<file path="src/rtl/pwm_pkg.sv">
package pwm_pkg;
  localparam int DATA_W   = 8;
  localparam int SHORT_W  = 5;
  localparam int SEL_W    = 2;
  localparam int DIV_LOG0 = 4;

  typedef struct packed {
    logic              short_mode;
    logic [SEL_W-1:0]  div_sel;
  } pwm_ctrl_t;

  function automatic logic [DATA_W-1:0] frame_last(input logic short_mode);
    return short_mode ? DATA_W'((1 << SHORT_W) - 1) : DATA_W'((1 << DATA_W) - 1);
  endfunction
endpackage

</file>
<file path="src/rtl/pwm_prescaler.sv">
module pwm_prescaler #(
  parameter int SEL_W    = 2,
  parameter int DIV_LOG0 = 4
) (
  input  logic             clk,
  input  logic             rst,
  input  logic [SEL_W-1:0] sel,
  output logic             tick
);
  localparam int NSEL = 1 << SEL_W;
  localparam int CW   = DIV_LOG0 + NSEL - 1;

  logic [CW-1:0] cnt_q;
  logic [CW-1:0] term_tbl [NSEL];
  logic [CW-1:0] term;

  for (genvar i = 0; i < NSEL; i++) begin : g_term
    assign term_tbl[i] = CW'((1 << (DIV_LOG0 + i)) - 1);
  end

  assign term = term_tbl[sel];
  assign tick = (cnt_q >= term);

  always_ff @(posedge clk) begin
    if (rst) cnt_q <= '0;
    else if (tick) cnt_q <= '0;
    else cnt_q <= cnt_q + 1'b1;
  end

  // the shortest divide is 16, so two ticks are never adjacent
  p_tick_spacing_r4: assert property (@(posedge clk) disable iff (rst)
    tick |=> !tick);
endmodule

</file>
<file path="src/rtl/pwm_frame_ctr.sv">
module pwm_frame_ctr
  import pwm_pkg::*;
(
  input  logic              clk,
  input  logic              rst,
  input  logic              tick,
  input  logic [DATA_W-1:0] duty_shadow,
  input  logic              short_shadow,
  output logic [DATA_W-1:0] cnt,
  output logic [DATA_W-1:0] act_duty
);
  localparam logic [DATA_W-1:0] SHORT_MASK = DATA_W'((1 << SHORT_W) - 1);

  logic [DATA_W-1:0] cnt_q, duty_q;
  logic              short_q;
  logic              wrap;

  assign wrap = tick && (cnt_q == frame_last(short_q));

  always_ff @(posedge clk) begin
    if (rst) begin
      cnt_q   <= '0;
      duty_q  <= '0;
      short_q <= 1'b0;
    end else if (wrap) begin
      cnt_q   <= '0;
      short_q <= short_shadow;
      duty_q  <= short_shadow ? (duty_shadow & SHORT_MASK) : duty_shadow;
    end else if (tick) begin
      cnt_q <= cnt_q + 1'b1;
    end
  end

  assign cnt      = cnt_q;
  assign act_duty = duty_q;

  // in short mode the counter never passes 31
  p_cnt_short_r3: assert property (@(posedge clk) disable iff (rst)
    short_q |-> (cnt_q <= SHORT_MASK));
  // active settings change only at a frame wrap
  p_hold_r6: assert property (@(posedge clk) disable iff (rst)
    !wrap |=> ($stable(duty_q) && $stable(short_q)));
endmodule

</file>
<file path="src/rtl/pwm_out_stage.sv">
module pwm_out_stage
  import pwm_pkg::*;
(
  input  logic              clk,
  input  logic              rst,
  input  logic [DATA_W-1:0] cnt,
  input  logic [DATA_W-1:0] act_duty,
  input  logic              route_pwm,
  input  logic              port_val,
  output logic              wave,
  output logic              pin
);
  logic level;
  assign level = (cnt < act_duty);

  always_ff @(posedge clk) begin
    if (rst) begin
      wave <= 1'b0;
      pin  <= 1'b0;
    end else begin
      wave <= level;
      pin  <= route_pwm ? level : port_val;
    end
  end

  // zero duty gives a low waveform
  p_zero_low_r5: assert property (@(posedge clk) disable iff (rst)
    (act_duty == '0) |=> !wave);
  // routing off passes the port value with one clock of delay
  p_mux_port_r7: assert property (@(posedge clk) disable iff (rst)
    !route_pwm |=> (pin == $past(port_val)));
endmodule

</file>
<file path="src/rtl/pwm_dualres.sv">
module pwm_dualres
  import pwm_pkg::*;
(
  input  logic              clk,
  input  logic              rst,
  input  logic              duty_we,
  input  logic [DATA_W-1:0] duty_wdata,
  input  logic              ctrl_we,
  input  logic              ctrl_short,
  input  logic [SEL_W-1:0]  ctrl_div_sel,
  input  logic              route_we,
  input  logic              route_pwm,
  input  logic              port_val,
  output logic              pwm_wave,
  output logic              pin_out
);
  logic [DATA_W-1:0] duty_q;
  pwm_ctrl_t         ctrl_q;
  logic              route_q;
  logic              tick;
  logic [DATA_W-1:0] cnt, act_duty;

  always_ff @(posedge clk) begin
    if (rst) begin
      duty_q  <= '0;
      ctrl_q  <= '0;
      route_q <= 1'b0;
    end else begin
      if (duty_we)  duty_q  <= duty_wdata;
      if (ctrl_we)  ctrl_q  <= '{short_mode: ctrl_short, div_sel: ctrl_div_sel};
      if (route_we) route_q <= route_pwm;
    end
  end

  pwm_prescaler #(.SEL_W(SEL_W), .DIV_LOG0(DIV_LOG0)) u_pre (
    .clk(clk), .rst(rst), .sel(ctrl_q.div_sel), .tick(tick));

  pwm_frame_ctr u_frm (
    .clk(clk), .rst(rst), .tick(tick),
    .duty_shadow(duty_q), .short_shadow(ctrl_q.short_mode),
    .cnt(cnt), .act_duty(act_duty));

  pwm_out_stage u_out (
    .clk(clk), .rst(rst), .cnt(cnt), .act_duty(act_duty),
    .route_pwm(route_q), .port_val(port_val),
    .wave(pwm_wave), .pin(pin_out));

  // the output is low on the first clock after reset
  p_reset_low_r1: assert property (@(posedge clk)
    rst |=> !pwm_wave);
endmodule

</file>
<file path="config.mk">
export PLATFORM = sky130hd
export DESIGN_NAME = pwm_dualres
export DESIGN_NICKNAME = d
export VERILOG_FILES = /design/src/rtl/pwm_pkg.sv /design/src/rtl/pwm_prescaler.sv /design/src/rtl/pwm_frame_ctr.sv /design/src/rtl/pwm_out_stage.sv /design/src/rtl/pwm_dualres.sv
export SDC_FILE = /design/constraint.sdc
export NUM_CORES = 1
export LEC_CHECK = 0
export CAP_MARGIN = 30
export CORE_MARGIN = 2
export CORE_UTILIZATION = 49
export DETAILED_ROUTE_END_ITERATION = 12
export GPL_TIMING_DRIVEN = 0
export MAX_ROUTING_LAYER = met4
export PLACE_DENSITY = 0.85
export REMOVE_ABC_BUFFERS = 1
export SETUP_SLACK_MARGIN = 0.02
export SLEW_MARGIN = 20
export SYNTH_ARGS = -nofsm -noshare
export SYNTH_HDL_FRONTEND = slang
export SYNTH_SLANG_ARGS = --single-unit
</file>
<file path="constraint.sdc">
create_clock -name clk -period 2.2 [get_ports clk]
set_clock_uncertainty 0.15 [all_clocks]
set_input_delay 0.44 -clock clk [delete_from_list [all_inputs] [get_ports clk]]
set_output_delay 0.44 -clock clk [all_outputs]
set_load 0.01 [all_outputs]
</file>
# Word-level counts from Yosys, hierarchy flattened
# Cells that the tools add are included.
word_totals:
  in_bits: 18
  word_cells: 26
  output_inout_bits: 2
  ff_bits: 38
classes:
  n_addsub: 2
  n_eq_ne: 1
  reduce_logical: 3
  n_mux: 6
  bitwise_logic: 1
  order_cmp: 3
ops:
  columns: ["op", "count"]
  rows:
  - ["two-way mux 8 bit", 2]
  - ["binary-select mux 7 bit (select 2 bit)", 1]
  - ["two-way mux 7 bit", 2]
  - ["adder 8 x 1 -> 8 bit (second input constant)", 1]
  - ["equality test 8 bit", 1]
  - ["< comparator 8 bit", 1]
  - ["adder 7 x 1 -> 7 bit (second input constant)", 1]
  - [">= comparator 7 bit", 1]
  - ["OR reduction 2 bit", 2]
  - [">= comparator 3 bit (second input constant)", 1]
  - ["NOT 2 -> 3 bit", 1]
  - ["logical AND 1 bit", 1]
  - ["two-way mux 1 bit", 1]

# Longest topological paths before layout
# Gate-level depths: netlist of the first run.
logic_depth:
  ltp_word: 7
  mapped_depth: 9
  depth_no_buf: 7

# Modules after synthesis
# A second synthesis of the first run with hierarchy kept.
hier_totals:
  cells_unflattened: 191
  hier_area_um2: 1850.5
modules_own_cells:
  columns: ["mod", "cells_per_inst", "n_inst", "area_per_inst_um2", "seq_area_each_um2"]
  rows:
  - ["pwm_frame_ctr", 79, 1, 800.8, 340.3]
  - ["pwm_dualres", 38, 1, 421.7, 240.2]
  - ["pwm_prescaler", 47, 1, 399.1, 140.1]
  - ["pwm_out_stage", 27, 1, 229.0, 40.0]

# Least setup slack after synthesis of the first run
# Ideal clock, no wire load.
synth_path:
  path_kind: "register to register"
  startpoint: "register ctrl_q[1] (netlist bit)"
  endpoint: "register u_frm.duty_q[0], in the netlist u_frm.act_duty[0]"
  t_required_ns: 1.922
  path_stages_with_launch: 9
  setup_slack_ns: 0.140
  synth_period_minus_slack_ns: 2.060
  arrival_ns: 1.782
  path_buffers: 1
  path_cell_list: "dfxtp_1 nand2_1 ha_1 nand3_1 or3b_1 buf_6 a21oi_4 mux2i_1 nor2_1"
synth_between:
  elab_chain_cells: 6
synth_lines:
  columns: ["element", "line", "rtl"]
  rows:
  - ["from (decl)", "pwm_dualres.sv:18", "pwm_ctrl_t ctrl_q;"]
  - ["from (signal assigned)", "pwm_dualres.sv:30", "if (ctrl_we) ctrl_q <= '{short_mode: ctrl_short, div_sel: ctrl_div_sel};"]
  - ["NOT 2 -> 3 bit (implied by the code)", "pwm_prescaler.sv:21", "assign term = term_tbl[sel];"]
  - ["binary-select mux 7 bit (select 2 bit)", "pwm_prescaler.sv:21", null]
  - ["two-way mux 7 bit (implied by the code) (2 in a row)", "pwm_prescaler.sv:21", null]
  - [">= comparator 7 bit", "pwm_prescaler.sv:22", "assign tick = (cnt_q >= term);"]
  - ["logical AND 1 bit", "pwm_frame_ctr.sv:18", "assign wrap = tick && (cnt_q == frame_last(short_q));"]
  - ["to (signal assigned)", "pwm_frame_ctr.sv:28", "duty_q <= short_shadow ? (duty_shadow & SHORT_MASK) : duty_shadow;"]
  - ["to (decl)", "pwm_frame_ctr.sv:14", "logic [DATA_W-1:0] cnt_q, duty_q;"]
# No other way between the ends. The select of a mux whose other input is x is not followed.
# A chain may end at the register's enable or synchronous reset.

# Worst setup path after layout of the first run
layout_path:
  startpoint: "register ctrl_q[1] (netlist bit)"
  endpoint: "register u_frm.duty_q[2], in the netlist u_frm.act_duty[2]"
# The elaborated chain is that of the path after synthesis.

==> key figures, run 1 <==
Placed design
  – Cells after DPL: 243
  – Port bufs: 19
  – Post-DP HPWL: 2230 um
  – Gpl congestion: 0.819

Synthesis
  – Compound-gate portion of the synthesized area: ~13%
  – Largest family of logic cells by synthesized area: simple AND/OR/NAND/NOR gates
  – Area leader, netlist: dfxtp_1
  – Post-synth EDFFs: 0
  – Adder-cell share of the synthesized area: under 10%
  – Post-synthesis simple-gate area fraction: around 17%
  – Area contributors post-synth: dfxtp_1 43%, mux2i_1 10%, ha_1 8.5%
  – Post-synthesis average cell area: 9.56 um2
  – Primary FF master, synth: dfxtp_1
  – Asr flop ratio synth: 0%
  – Register area share after synthesis: a little over two fifths
  – Multiplexer share of the synthesized area: between 10% and 20%
  – XOR/XNOR Fraction of Synth Area: between 3 and 4%
  – Mapped Cells: roughly 190
  – Netlist cell types: 42
  – Post-synth top area share: 43.0%
  – Yosys warnings: 0
  – Post-synthesis instance area: approximately 1800 um2
  – Synth Register Bits: 38

Worst setup path
  – CP Max Fanout: 4
  – Crit start category: register
  – FF-to-FF Start: ctrl_q[1]
  – Worst Path Arrival: ~2200 ps
  – Crit path required time: 2270 ps
  – Worst Setup SP: ctrl_q[1]
  – Setup crit end kind: register
  – Worst Path Class, Setup: register to register
  – R2R Setup Slk: roughly 75 ps

GRT
  – Largest net degree at the start of global routing: 43
  – First-pass GRT wire length: 5660 um
  – Total Routing Usage GR: a little under a fifth
  – Total gr overflow: 0
  – Vias in the first global route: around 1300
  – Initial antenna violation count: 0

Outcome
  – Outcome: completed

STA
  – Slew headroom: 51.3%
  – Tcrit/Tclk final: 96.6%
  – Setup Viol. Count Final: 0
  – Hold Vio Cnt, Final: 0
  – Slew @ Worst Pin: between 700 and 800 ps
  – Fin crit period: 2130 ps
  – Slew Viols, Final: 0
  – Fin Setup TNS: 0 ps
  – Peak Freq: 471 MHz

Power and ir drop
  – Maximum VDD drop: between 0.4 and 0.5 mV
  – Int Power: around 0.00098 W
  – Clock Power Share: around 36%
  – Sequential Power Share: a little under three fifths
  – Total power: 0.00126 W
  – NetSw: 0.000282 W
  – Pwr Density: about 580 nW/um2
  – Logic pwr share: between 7 and 8%
  – Leak Pwr: 0.832 nW
  – Switch share: about 22%

Run
  – Max-cap violations: 0

Clocking
  – Clock Pin Slew Worst Setup and Hold Paths: 120 ps
  – Deepest clock path buffer count: 2
  – Clk root buf: clkbuf_4
  – Clk Latency, worst-skew pair: approximately 350 ps
  – CTS tree: built
  – H-tree level count: 2
  – Post-CTS Hold Buffers: 0
  – CTS Buf Count: 5
  – # clock sinks: 38

Final layout
  – Area Growth Syn to Fin: 22.1%
  – Multi-input gate area: 986 um2
  – Number of fill cells: around 250
  – Fin cells: ~250
  – Layout cell share with drive strength beyond 1: roughly an eighth
  – Diode count: 0
  – Sequential cell area: between 700 and 800 um2
  – Most frequent cells in the layout: 36 x dfxtp_1, 23 x nor2_1, 18 x mux2i_1, 18 x clkdlybuf4s50_1
  – Post-layout net count: between 200 and 250
  – Commonest non-fill, non-tap cell in the layout: dfxtp_1

Floorplan
  – Die Area: 4110 um2
  – Initial Util: 52.2%
  – Rows: 21
  – Io pins: 20
  – Die height: 64.1 um
  – Core ar.: 3390 um2
  – Chip Width: 64.1 um

Detailed routing
  – Final WL: between 3000 and 4000 um
  – DR WL/cell: between 10 and 15 um
  – Initial drt markers: 43
  – Via count: roughly 1400
  – Residual DRC count: 0
  – ANT nets after route: 0
  – DRT Pass-1 Iters: 4
  – Via/cell ratio: ~5.5

Worst hold path
  – Hold/Removal Path Class: register to register
  – Hold Startpoint: duty_q[5]
## per-stage QoR
stage | hold slack, ps | util (%) | area (um2) | setup slack, ps
after floorplan | 294 | - | 1730 | 49.5
after global placement | 320 | 58.4 | 1980 | -616
after detailed placement | 327 | 58.3 | 1970 | -240
after CTS | 346 | 61.5 | 2080 | 39.6
after global routing | 372 | 63.8 | 2160 | -2.06
final | 346 | 63.8 | 2160 | 74.7
## power groups by stage
stage | combinational [W] | sequential (W) | clock, W
floorplan | 0.0000337 | 0.000733 | 0
global placement | 0.0000837 | 0.000735 | 0
detailed placement | 0.0000849 | 0.000736 | 0
CTS | 0.0000861 | 0.000721 | 0.000447
global route | 0.000100 | 0.000725 | 0.000484
finish | 0.0000899 | 0.000721 | 0.000449
## final cells by class
cell class	count	share of cell area, %
clock buffers	8	3.65
flip-flops and latches	38	35.3
repair buffers	22	11.0
well taps	46	2.66
multi-input cells	130	45.6
inverters	10	1.74
## final timing paths
path / depth (start not counted) / to
min reg2reg: 2 / u_frm.act_duty[5]
min: 2 / u_frm.act_duty[5]
max reg2reg: 8 / u_frm.act_duty[2]
max: 8 / u_frm.act_duty[2]
## critical path, stage by stage (launching register included)
cell,delay [ps]
dfxtp_2,380
inv_1,80
ha_4,270
nand3_2,60
or3b_4,430
a21oi_4,220
clkbuf_16,180
mux2i_1,170
nor2_1,50
## synth_stat cells (2+ instances only)
cell       n
nand4_1    2
inv_1     10
nand2_1    9
nor3_1     6
mux2i_1   18
nor2_1    23
xnor2_1    4
dfxtp_1   38
nand3b_1   4
o21ai_0    4
a21oi_1   10
clkbuf_1   5
a211o_1    2
nand2b_1   2
nand3_1    7
ha_1      12
xor2_1     4
## layer usage
layer	up-vias	GRT usage, %	wire length, um
met5	-	-	0
met4	0	8.78	123
met3	12	4.75	96
met2	24	28.6	1730
met1	664	21.6	1580
li1	696	-	-
## sequential cells by signal (all words and copies together) (netlist names)
name	flops
ctrl_q	3
u_pre.cnt_q	7
u_frm.act_duty	8
u_frm.cnt	8
u_frm.short_q	1
route_q	1
u_out.wave	1
duty_q	8
u_out.pin	1
## kinds of logic after synthesis
kind of cell,after synthesis
AO/OA/AOI/OAI,30
flip-flops,38
buffers and inverters,17
multiplexers,18
AND/OR/NAND/NOR,62
adder cells (fa/ha/maj),12
XOR/XNOR,8
## timing repair
item / in CTS / in global routing
gates resized for setup: 4 / 7
buffers inserted: 1 / 1
setup endpoints to repair: 15 / 11
cloned: 0 / 1
pin swaps: 1 / 5
(Power assumes the default switching activity.)
==> run 2: changes to the inputs <==
CTS_CLUSTER_SIZE = 20   (was unset)
PLACE_DENSITY = 0.81   (was 0.85)
==> key figures, run 2 (synthesis gave the netlist of run 1 again) <==
Outcome
  – Outcome: completed

Clocking
  – # clock sinks: 38
  – CTS Buf Count: 5
  – Deepest clock path buffer count: 2
  – Clk Latency, worst-skew pair: about 340 ps
  – Clk root buf: clkbuf_4
  – Clock Pin Slew Worst Setup and Hold Paths: 110 ps
  – H-tree level count: 2
  – Post-CTS Hold Buffers: 0
  – CTS tree: built

Floorplan
  – Die height: between 60 and 70 um
  – Rows: 21
  – Chip Width: about 64 um
  – Core ar.: about 3400 um2
  – Io pins: 20
  – Die Area: between 4000 and 5000 um2
  – Initial Util: a little over half

Final layout
  – Number of fill cells: roughly 270
  – Post-layout net count: ~240
  – Final Util: a little over three fifths
  – Most frequent cells in the layout: 36 x dfxtp_1, 23 x nor2_1, 18 x mux2i_1, 18 x clkdlybuf4s50_1
  – Design Area, Final: around 2100 um2
  – Commonest non-fill, non-tap cell in the layout: dfxtp_1
  – Layout cell share with drive strength beyond 1: a little under an eighth
  – Area Growth Syn to Fin: 20.4%
  – Diode count: 0

Detailed routing
  – DRT Pass-1 Iters: 6
  – Final WL: 3130 um
  – DR WL/cell: between 10 and 15 um
  – ANT nets after route: 0
  – Via/cell ratio: roughly 5.3
  – Residual DRC count: 0
  – Via count: roughly 1300
  – Initial drt markers: 28

Worst hold path
  – WHS Path Cells: 2
  – Worst Hold Path EP: u_frm.act_duty[6]
  – Hold/Removal Path Class: register to register
  – Hold Startpoint: u_frm.act_duty[6]

Placed design
  – Port bufs: 19
  – Post-DP Area: 1970 um2
  – Gpl congestion: between 0.8 and 0.9
  – Post-DP HPWL: just over 2000 um

STA
  – Tcrit/Tclk final: 95.4%
  – Fin Setup TNS: 0 ps
  – Slew headroom: around half
  – Unrepaired setup endpoints after global routing: false
  – Worst hold slack: 335 ps
  – Hold Vio Cnt, Final: 0
  – Slew Viols, Final: 0
  – Peak Freq: 477 MHz
  – Setup Viol. Count Final: 0
  – Fin crit period: about 2100 ps
  – Slew @ Worst Pin: 743 ps

Worst setup path
  – R2R Setup Slk: 100 ps
  – Crit start category: register
  – Worst Path Arrival: 2150 ps
  – Reg2reg path depth: 8
  – Crit path required time: between 2000 and 2500 ps
  – FF-to-FF End: u_frm.act_duty[4]
  – Setup crit end kind: register
  – Worst Path Class, Setup: register to register
  – FF-to-FF Start: ctrl_q[1]
  – CP Max Fanout: 4

GRT
  – Total Routing Usage GR: between 10% and 20%
  – Initial antenna violation count: 0
  – Largest net degree at the start of global routing: 43
  – First-pass GRT wire length: roughly 5600 um
  – Vias in the first global route: ~1300
  – Total gr overflow: 0

Power and ir drop
  – Pwr Density: between 500 and 600 nW/um2
  – Maximum VDD drop: between 0.4 and 0.5 mV
  – Leak Pwr: about 0.82 nW
  – Total power: 0.00118 W

Run
  – Max-cap violations: 0
[run 2: changes by cell type in the layout (fill, tap and decap cells not counted), sizes merged]
cell    change
clkbuf      -1
clkinv      +1
buf         +1
[run 2: worst max path at each step]
stage,slack (ps),depth (start not counted),endpoint,startpoint
floorplan,50,7,u_frm.cnt[3],ctrl_q[1]
global placement,-710,3,u_out.pin,rst
detailed placement,-230,7,u_frm.cnt[3],ctrl_q[1]
CTS,40,8,u_frm.act_duty[1],ctrl_q[1]
global route,10,8,u_frm.act_duty[1],ctrl_q[1]
finish,100,8,u_frm.act_duty[4],ctrl_q[1]
[run 2: power breakdown]
group | leakage [nW] | switching, W | internal [W]
clock network | 0.0353 | 0.000215 | 0.000155
registers | 0.310 | 0.0000134 | 0.000707
logic | 0.473 | 0.0000342 | 0.0000515
[run 2: per-layer routing]
metal,part of all wire [%],global-route usage (%),up-vias
met5,0,-,-
met4,2.1,8.51,0
met3,4.4,4.40,6
met2,46,28.3,39
met1,47,21.3,597
li1,-,-,700
[run 2: cell type report]
type | instances | area, um2 | area share (%)
Clock inverter | 1 | 5.00 | 0.235
Clock buffer | 7 | 55.1 | 2.59
Sequential cell | 38 | 763 | 35.8
Tap cell | 46 | 57.6 | 2.70
Timing Repair Buffer | 23 | 245 | 11.5
Inverter | 10 | 37.5 | 1.76
Multi-Input combinational cell | 130 | 966 | 45.4
[run 2: timing repair]
item / in CTS / in global routing
hold endpoints to repair: 0 / 0
pin swaps: 1 / 4
endpoints found under the setup margin: 14 / 13
gates resized for setup: 3 / 6
setup buffers: 1 / 2
cloned: 0 / 1
[run 2: stage by stage]
stage | setup WS (ps) | std cells
floorplan | 49.5 | 178
global placement | -711 | 243
detailed placement | -227 | 243
CTS | 39.5 | 252
global route | 11.1 | 255
finish | 102 | 255
[run 2: worst max-delay path, cell delays in order, from the launching register on]
cell	delay, ps
dfxtp_2	370
inv_1	50
ha_1	290
nand3_1	70
or3b_4	430
a21oi_4	210
clkbuf_16	180
mux2i_1	170
nor2_1	50
